File: src/rtl/sdcmd_pkg.sv
package sdcmd_pkg;

    // {cs_n, ras_n, cas_n, we_n}
    typedef enum logic [3:0] {
        CMD_DESEL = 4'b1111,
        CMD_ACT   = 4'b0011,
        CMD_RD    = 4'b0101,
        CMD_WR    = 4'b0100,
        CMD_PRE   = 4'b0010,
        CMD_REF   = 4'b0001
    } cmd_e;

    localparam int NUM_BANKS = 4;
    localparam int BANK_W    = $clog2(NUM_BANKS);
    localparam int ADDR_W    = 12;
    localparam int COL_W     = 9;
    localparam int AP_BIT    = 10;

    typedef struct packed {
        logic              write;
        logic [BANK_W-1:0] bank;
        logic [ADDR_W-1:0] row;
        logic [COL_W-1:0]  col;
        logic              autopre;
    } req_t;

    // Cycles occupied by one burst on a double-rate bus
    function automatic logic [2:0] burst_gap(input logic [1:0] code);
        case (code)
            2'd1:    burst_gap = 3'd1;
            2'd3:    burst_gap = 3'd4;
            default: burst_gap = 3'd2;
        endcase
    endfunction

endpackage

File: src/rtl/sdcmd_bank_table.sv
module sdcmd_bank_table #(
    parameter int NB    = 4,
    parameter int ROW_W = 12,
    localparam int SEL_W = $clog2(NB)
) (
    input  logic                      clk,
    input  logic                      rst,
    input  logic                      open_en,
    input  logic                      close_en,
    input  logic                      close_all,
    input  logic [SEL_W-1:0]          sel,
    input  logic [ROW_W-1:0]          row_in,
    output logic [NB-1:0]             open_q,
    output logic [NB-1:0][ROW_W-1:0]  row_q
);

    for (genvar b = 0; b < NB; b++) begin : g_bank
        always_ff @(posedge clk) begin
            if (rst) begin
                open_q[b] <= 1'b0;
                row_q[b]  <= '0;
            end else if (close_all || (close_en && sel == SEL_W'(b))) begin
                open_q[b] <= 1'b0;
            end else if (open_en && sel == SEL_W'(b)) begin
                open_q[b] <= 1'b1;
                row_q[b]  <= row_in;
            end
        end
    end

endmodule

File: src/rtl/sdcmd_gap_timer.sv
module sdcmd_gap_timer #(
    parameter int W = 6
) (
    input  logic         clk,
    input  logic         rst,
    input  logic         load,
    input  logic [W-1:0] gap,
    output logic         busy
);

    logic [W-1:0] cnt;

    always_ff @(posedge clk) begin
        if (rst)
            cnt <= '0;
        else if (load)
            cnt <= (gap == '0) ? '0 : gap - W'(1);
        else if (cnt != '0)
            cnt <= cnt - W'(1);
    end

    assign busy = (cnt != '0);

endmodule

File: src/rtl/sdcmd_refresh_timer.sv
module sdcmd_refresh_timer #(
    parameter int W = 16
) (
    input  logic         clk,
    input  logic         rst,
    input  logic [W-1:0] interval,
    input  logic         ack,
    output logic         pending
);

    logic [W-1:0] cnt;

    always_ff @(posedge clk) begin
        if (rst) begin
            cnt     <= '0;
            pending <= 1'b0;
        end else if (ack) begin
            cnt     <= '0;
            pending <= 1'b0;
        end else if (cnt >= interval - W'(1)) begin
            cnt     <= '0;
            pending <= 1'b1;
        end else begin
            cnt <= cnt + W'(1);
        end
    end

endmodule

File: src/rtl/sdcmd_seq.sv
module sdcmd_seq
    import sdcmd_pkg::*;
#(
    parameter int T_W   = 4,
    parameter int REF_W = 16,
    localparam int LV_W = T_W + 2
) (
    input  logic                clk,
    input  logic                rst,
    input  logic                req_valid,
    input  logic                req_write,
    input  logic [BANK_W-1:0]   req_bank,
    input  logic [ADDR_W-1:0]   req_row,
    input  logic [COL_W-1:0]    req_col,
    input  logic                req_autopre,
    input  logic [1:0]          cfg_burst,
    input  logic [T_W-1:0]      cfg_t_rcd,
    input  logic [T_W-1:0]      cfg_t_rp,
    input  logic [T_W-1:0]      cfg_t_rfc,
    input  logic [REF_W-1:0]    cfg_ref_interval,
    output logic                req_accept,
    output logic                cs_n,
    output logic                ras_n,
    output logic                cas_n,
    output logic                we_n,
    output logic [BANK_W-1:0]   ba,
    output logic [ADDR_W-1:0]   addr
);

    req_t                                  req;
    cmd_e                                  nxt_cmd;
    logic [BANK_W-1:0]                     nxt_ba;
    logic [ADDR_W-1:0]                     nxt_addr;
    logic                                  nxt_acc;
    logic [LV_W-1:0]                       nxt_gap;
    logic                                  busy, ref_pending, ref_ack;
    logic                                  tb_open, tb_close, tb_close_all;
    logic [NUM_BANKS-1:0]                  open_q;
    logic [NUM_BANKS-1:0][ADDR_W-1:0]      row_q;
    logic                                  hit;

    assign req = '{write: req_write, bank: req_bank, row: req_row,
                   col: req_col, autopre: req_autopre};

    assign hit = open_q[req.bank] && (row_q[req.bank] == req.row);

    always_comb begin
        nxt_cmd      = CMD_DESEL;
        nxt_ba       = '0;
        nxt_addr     = '0;
        nxt_acc      = 1'b0;
        nxt_gap      = '0;
        tb_open      = 1'b0;
        tb_close     = 1'b0;
        tb_close_all = 1'b0;
        ref_ack      = 1'b0;
        if (!busy) begin
            if (ref_pending) begin
                if (|open_q) begin
                    nxt_cmd          = CMD_PRE;
                    nxt_addr[AP_BIT] = 1'b1;
                    tb_close_all     = 1'b1;
                    nxt_gap          = LV_W'(cfg_t_rp);
                end else begin
                    nxt_cmd = CMD_REF;
                    ref_ack = 1'b1;
                    nxt_gap = LV_W'(cfg_t_rfc);
                end
            end else if (req_valid) begin
                nxt_ba = req.bank;
                if (hit) begin
                    nxt_cmd                = req.write ? CMD_WR : CMD_RD;
                    nxt_addr[COL_W-1:0]    = req.col;
                    nxt_addr[AP_BIT]       = req.autopre;
                    nxt_acc                = 1'b1;
                    tb_close               = req.autopre;
                    nxt_gap                = LV_W'(burst_gap(cfg_burst))
                                           + (req.autopre ? LV_W'(cfg_t_rp) : '0);
                end else if (open_q[req.bank]) begin
                    nxt_cmd  = CMD_PRE;
                    tb_close = 1'b1;
                    nxt_gap  = LV_W'(cfg_t_rp);
                end else begin
                    nxt_cmd  = CMD_ACT;
                    nxt_addr = req.row;
                    tb_open  = 1'b1;
                    nxt_gap  = LV_W'(cfg_t_rcd);
                end
            end
        end
    end

    always_ff @(posedge clk) begin
        if (rst) begin
            {cs_n, ras_n, cas_n, we_n} <= CMD_DESEL;
            ba         <= '0;
            addr       <= '0;
            req_accept <= 1'b0;
        end else begin
            {cs_n, ras_n, cas_n, we_n} <= nxt_cmd;
            ba         <= nxt_ba;
            addr       <= nxt_addr;
            req_accept <= nxt_acc;
        end
    end

    sdcmd_bank_table #(.NB(NUM_BANKS), .ROW_W(ADDR_W)) u_banks (
        .clk       (clk),
        .rst       (rst),
        .open_en   (tb_open),
        .close_en  (tb_close),
        .close_all (tb_close_all),
        .sel       (req.bank),
        .row_in    (req.row),
        .open_q    (open_q),
        .row_q     (row_q)
    );

    sdcmd_gap_timer #(.W(LV_W)) u_gap (
        .clk  (clk),
        .rst  (rst),
        .load (nxt_cmd != CMD_DESEL),
        .gap  (nxt_gap),
        .busy (busy)
    );

    sdcmd_refresh_timer #(.W(REF_W)) u_ref (
        .clk      (clk),
        .rst      (rst),
        .interval (cfg_ref_interval),
        .ack      (ref_ack),
        .pending  (ref_pending)
    );

endmodule

File: config.mk
export PLATFORM = sky130hd
export DESIGN_NAME = sdcmd_seq
export DESIGN_NICKNAME = d
export VERILOG_FILES = /design/src/rtl/sdcmd_pkg.sv /design/src/rtl/sdcmd_bank_table.sv /design/src/rtl/sdcmd_gap_timer.sv /design/src/rtl/sdcmd_refresh_timer.sv /design/src/rtl/sdcmd_seq.sv
export SDC_FILE = /design/constraint.sdc
export NUM_CORES = 1
export LEC_CHECK = 0
export CORE_UTILIZATION = 45
export DETAILED_ROUTE_END_ITERATION = 8
export PLACE_DENSITY = 0.68
export SYNTH_ARGS = -nofsm -noshare
export SYNTH_HDL_FRONTEND = slang
export SYNTH_HIERARCHICAL = 1
export SYNTH_SLANG_ARGS = --single-unit
File: constraint.sdc
create_clock -name clk -period 4.7 [get_ports clk]
set_input_delay 0.94 -clock clk [delete_from_list [all_inputs] [get_ports clk]]
set_output_delay 0.94 -clock clk [all_outputs]
set_load 0.01 [all_outputs]
==> flow_summary.ini, run 1 <==
[run_status]
status = finished with violations
violations = design-rule violations

[synthesis]
synth_compound_area_share_pct = 9.37
async_flop_share_pct = 0
yosysMostFrequentCell = dfxtp_1
synthMuxAreaShare_pct = 15.1
synth_edf_count = 0
yosysTopAreaCell = dfxtp_1
ys_warn_count = 6
ys.flop_type = dfxtp_1
synth.top_cells.by_area = dfxtp_1 (34%), mux2i_1 (12%), nand2b_1 (7.5%), ha_1 (5.7%), xnor2_1 (5.4%)
yosysSeqAreaShare_pct = 34.4
synthSimpleGateAreaFrac_pct = 23.2
synth_cell_types = 66
synthCells = 570
syn_area_um2 = 5480
synth-seq-cells = 94
synth-adder-area-share_pct = 6.08
synth_top_area_share_pct = 34.4
synth_top_family_by_area = simple AND/OR/NAND/NOR gates
syn_avg_cell_area_um2 = 9.61
synthTopCellsByCount = dfxtp_1 (94), mux2i_1 (68), nand2b_1 (66)
synth_xor_area_share_pct = 8.32

[sta]
period_needed_ns = 4.35
tightest_slew_ns = 0.941
drv_slew = 0
grt_setup_unrepaired = false
clock-skew-final_ns = 0.0117
fin_ws_ns = 0.347
finalCritPeriodShare_pct = 92.6
setup_violations = 0
hold_viol = 0
max_freq_mhz = 230
setup_tns_ns = 0
slew_headroom_pct = 37.1

[power]
ir_drop_v = 0.000183
leakagePower_nw = 2.76
power.total_mw = 2.23
pwr_density_cell_nw_per_um2 = 328

[final_layout]
nets = 741
area_growth_pct = 24.2
drive_gt1_share_pct = 9.37
stdcell_count = 805
n_antenna_cell = 0

[cts]
cts.sinks = 94
postCtsHoldBufs = 0
cts_root_buffer = clkbuf_16
post-cts-setup-buffers = 0
htreeDepth = 3
clockBufferDepth = 2
cts_buffers = 9
clk_pin_slew_ns = 0.07
cts.repair.resized = 0
cts_tree = built
clk_latency_ns = 0.35

[setup_path]
critPathSlowestCell = or4_1
cp_num_buf_inv = 3
path_class = in2reg
path_cells = clkdlybuf4s50_1, buf_12, mux2i_1, xnor2_1, nor4_1, mux2i_1, or4_1, o221ai_1, o22ai_1, inv_1, ha_1, nand2b_1, o21ai_1, nor2_1, o221a_2
worst-endpoint-arrival_ns = 4.59
regToRegSetupSlack_ns = 1.35
critical-path-top-delay-family = simple AND/OR/NAND/NOR gates
cp-start-kind = input pin
max_stage_delay_ns = 0.71
crit_fanout = 14
crit_required_ns = 4.94
worstSetupEndpointType = flip-flop
crit_top_cell = mux2i_1

[placed_design]
dp_hpwl_um = 9610
dp_worst_setup_slack_ns = 0.00458
dpl.cell_count = 789
port_buffers = 76
gp_congestion = 0.825

[floorplanning]
io_pins = 77
start_util_pct = 47.1
fp.dieH_um = 112
die-width_um = 112
core_area_um2 = 11600
rows = 39
die_area_um2 = 12600

[route]
drt-pass1-iter-count = 9
routed_wl_um = 12700
vias_per_cell = 5.52
vias = 4447
drc = 7
drt_iter0_drc = 189
wl_per_cell_um = 15.8
ant_nets = 0

[global_routing]
grt_util_all_layers_pct = 20.9
grt_pass1_wl_um = 21200
grt_overflow = 0
grt_max_degree = 44
grt_pass1_vias = 4466
antenna_found_initial = 0

[flow_run]
cap_violations = 0

[min_path]
hp-class = reg2reg
[per-layer routing]
metal / global-route usage, % / up-vias / wire [µm]
met5: 0 / - / 0
met4: 7.20 / 0 / 177
met3: 3.62 / 13 / 531
met2: 33.7 / 86 / 5780
met1: 28.2 / 2112 / 6210
li1: - / 2236 / -
[cells in the final DEF (no fill, tap or decap), types with 9 or more instances in the layout]
cell type	instances
inv_1	14
ha_1	25
buf_4	18
a22oi_1	9
nor4_1	24
xor2_1	18
xnor2_1	34
nand3_1	10
clkdlybuf4s50_1	76
nor3_1	10
a21oi_1	14
nand2_1	21
dfxtp_1	94
clkbuf_16	9
mux2i_1	68
nand2b_1	66
nor2_1	34
[worst register-to-register path: stages (launching register included)]
cell      delay [ns]
dfxtp_1         0.31
mux4_2          0.48
xnor2_1         0.23
nand4_1         0.15
or4_1           0.65
o221ai_1        0.22
o22ai_1         0.16
inv_1           0.11
ha_1            0.17
nand2b_1        0.07
o21ai_1         0.33
nor2_1          0.08
o221a_2         0.29
[worst paths after layout]
kind / to / depth (start not counted) / startpoint
max: u_gap/cnt[0] / 15 / req_bank[1]
min: u_banks/row_q[6] / 2 / u_banks/row_q[6]
max reg2reg: u_gap/cnt[0] / 12 / u_banks/row_q[46]
min reg2reg: u_banks/row_q[6] / 2 / u_banks/row_q[6]
[sequential cells by signal, indices dropped and copies added (netlist names), 2 cells and up]
register / cells
addr: 12
ba: 2
u_banks/open_q: 4
u_banks/row_q: 48
u_gap/cnt: 6
u_ref/cnt: 16
[metrics by stage]
stage | instance area, µm² | hold WS [ns] | utilization [%]
3_3_place_gp | 6500 | 0.456 | 56.0
5_1_grt | 6800 | 0.491 | 58.5
6_report | 6800 | 0.478 | 58.5
2_1_floorplan | 5480 | 0.446 | -
3_5_place_dp | 6500 | 0.468 | 56.0
4_1_cts | 6800 | 0.477 | 58.5
[final cells by class]
cell class	instances	area, µm²
fillers	1015	4820
multi-input cells	440	3410
flip-flops and latches	94	1880
repair buffers	98	976
clock buffers	10	229
well taps	143	179
clock inverters	6	70.1
inverters	14	52.6
[cell families (layout without fill, tap and decap cells)]
| kind of cell | count (synthesis) | in the layout |
|---|---|---|
| compound gates | 66 | 66 |
| flops | 94 | 94 |
| xor+xnor | 52 | 52 |
| mux | 75 | 75 |
| other cells | 1 | 3 |
| buf+inv | 38 | 128 |
| simple gates | 218 | 218 |
| fa+ha+maj | 26 | 26 |
[where the power goes]
part           internal (mW)  total, mW  switching (mW)  leakage [nW]
combinational          0.304      0.601           0.296          1.86
clock                  0.417      0.736           0.319         0.141
sequential             0.856      0.894          0.0379         0.761
total                   1.58       2.23           0.654          2.76
Power figures use the tool's default switching activity.
==> inputs of run 2 (changes only) <==
--- a/config.mk
+++ b/config.mk
@@ -7,6 +7,7 @@
 export LEC_CHECK = 0
 export CORE_UTILIZATION = 45
 export DETAILED_ROUTE_END_ITERATION = 8
+export MAX_ROUTING_LAYER = met4
 export PLACE_DENSITY = 0.68
 export SYNTH_ARGS = -nofsm -noshare
 export SYNTH_HDL_FRONTEND = slang
==> run 2 against run 1 <==
  * The flow still finishes with violations (design-rule violations)
  * Via count down 0.18%
  * Core utilization rose by 0.23 points
  * Clock-buffer cell count increased by 1
  * Clock power increased by 8.7%
  * Critical path depth fell by 2
  * First-iteration DRC count is 5.3% higher
  * Critical path type unchanged
==> flow_summary.ini, run 2 (synthesized netlist as in run 1, its figures left out) <==
[setup_path]
crit_required_ns = 4.96
critPathSlowestCell = clkdlybuf4s50_1
critPathLaunch = req_bank[0]
cp-start-kind = input pin
max_stage_delay_ns = 0.52
path_class = in2reg
worst-endpoint-arrival_ns = 4.63
path_cells = clkdlybuf4s50_1, buf_12, mux4_2, xnor2_1, and4_1, o21ai_1, or4_1, a32oi_1, o21ai_1, or3_4, or4_1, a211o_1, o31ai_1
r2r_start = u_banks/row_q[20]
worstSetupEndpointType = flip-flop
crit_fanout = 12

[sta]
tightest_slew_ns = 0.772
setup_tns_ns = 0
grt_setup_unrepaired = false
clock-skew-final_ns = 0.00669
finalCritPeriodShare_pct = 93.1
fin_ws_ns = 0.326
hold_viol = 0
hold_ws_ns = 0.476
setup_violations = 0
max_freq_mhz = 229
period_needed_ns = 4.37
drv_slew = 0
slew_headroom_pct = 48.1

[floorplanning]
core_area_um2 = 11600
start_util_pct = 47.1
die_area_um2 = 12600
rows = 39
die-width_um = 112
fp.dieH_um = 112
io_pins = 77

[global_routing]
grt_pass1_vias = 4391
antenna_found_initial = 0
grt_pass1_wl_um = 21400
grt_util_all_layers_pct = 21.9
grtUsageMet3_pct = 4.64
grt_overflow = 0
globalRoute.busiestLayer = met2
met2_usage_pct = 34.5
grt_use_met1_pct = 28.4
grt_max_degree = 74

[run_status]
violations = design-rule violations
status = finished with violations

[cts]
cts_tree = built
cts.sinks = 94
htreeDepth = 3
cts.repair.resized = 0
cts_buffers = 9
post-cts-setup-buffers = 0
clockBufferDepth = 2
cts_root_buffer = clkbuf_16
clk_pin_slew_ns = 0.07
clk_latency_ns = 0.34
postCtsHoldBufs = 0

[flow_run]
cap_violations = 0

[min_path]
holdCritStartpoint = u_banks/row_q[33]
hp-class = reg2reg

[placed_design]
port_buffers = 76
dp_worst_setup_slack_ns = -0.0109
dpl.cell_count = 790
gp_congestion = 0.847
dp_hpwl_um = 9500

[route]
drc = 8
vias = 4439
routed_wl_um = 12800
drt-pass1-iter-count = 6
wl_per_cell_um = 15.9
vias_per_cell = 5.51
ant_nets = 0
drt_iter0_drc = 199

[final_layout]
drive_gt1_share_pct = 9.52
top_regs = u_banks/row_q: 48 flops, u_ref/cnt: 16 flops, addr: 12 flops
regMostFlops = u_banks/row_q
nets = 742
largest_reg_flops = 48
mostFrequentLayoutCell = dfxtp_1
n_antenna_cell = 0
area_growth_pct = 24.6
most-common-layout-cells = dfxtp_1 (94), clkdlybuf4s50_1 (76), mux2i_1 (68)
stdcell_count = 805

[power]
ir_drop_v = 0.000206
leakagePower_nw = 2.78
pwr_density_cell_nw_per_um2 = 336
## run 2: cell count changes in the layout (fill, tap and decap cells not counted), sizes merged
cell | previous run | this run
inv | 16 | 15
clkinvlp | 2 | 0
clkbuf | 10 | 11
bufinv | 1 | 2
buf | 22 | 23
## run 2: path summary, 6_finish.rpt
| kind | to | slack, ns | depth (start not counted) |
|---|---|---|---|
| max | u_gap/cnt[5] | 0.33 | 13 |
| min | u_banks/row_q[33] | 0.48 | 2 |
| max reg2reg | u_gap/cnt[5] | 1.33 | 11 |
| min reg2reg | u_banks/row_q[33] | 0.48 | 2 |
## run 2: through the flow
stage               instance area [µm²]  util, %  power [mW]
finish                             6820     58.8        2.29
global route                       6820     58.8        2.40
CTS                                6820     58.8        2.30
detailed placement                 6490     55.9        1.51
global placement                   6490     55.9        1.49
floorplan                          5480        -        1.30
## run 2: worst max-delay path, delay by kind of cell
kind	cells	cell delay, ns
compound gates	5	0.74
xor+xnor	1	0.23
buf+inv	2	0.68
mux	1	0.50
simple gates	4	1.52
## run 2: area by class of cell
| class | count | area, µm² |
|---|---|---|
| fill | 1035 | 4790 |
| multi-input combinational | 440 | 3410 |
| sequential | 94 | 1880 |
| timing repair buffer | 99 | 971 |
| clock buffer | 11 | 253 |
| tap | 143 | 179 |
| clock inverter | 4 | 77.6 |
| inverter | 14 | 52.6 |
## run 2: power breakdown
| group | total (mW) | switching, mW | internal [mW] | leakage (nW) |
|---|---|---|---|---|
| clock | 0.800 | 0.305 | 0.495 | 0.162 |
| sequential | 0.893 | 0.0375 | 0.856 | 0.761 |
| combinational | 0.600 | 0.296 | 0.304 | 1.86 |
| total | 2.29 | 0.638 | 1.65 | 2.78 |
## run 2: metal layers
| metal | share of wire, % | wire length (µm) | up-vias |
|---|---|---|---|
| met4 | 1.0 | 131 | 0 |
| met5 | 0 | 0 | - |
| met2 | 46 | 5870 | 92 |
| li1 | - | - | 2234 |
| met3 | 4.8 | 618 | 9 |
| met1 | 48 | 6140 | 2104 |
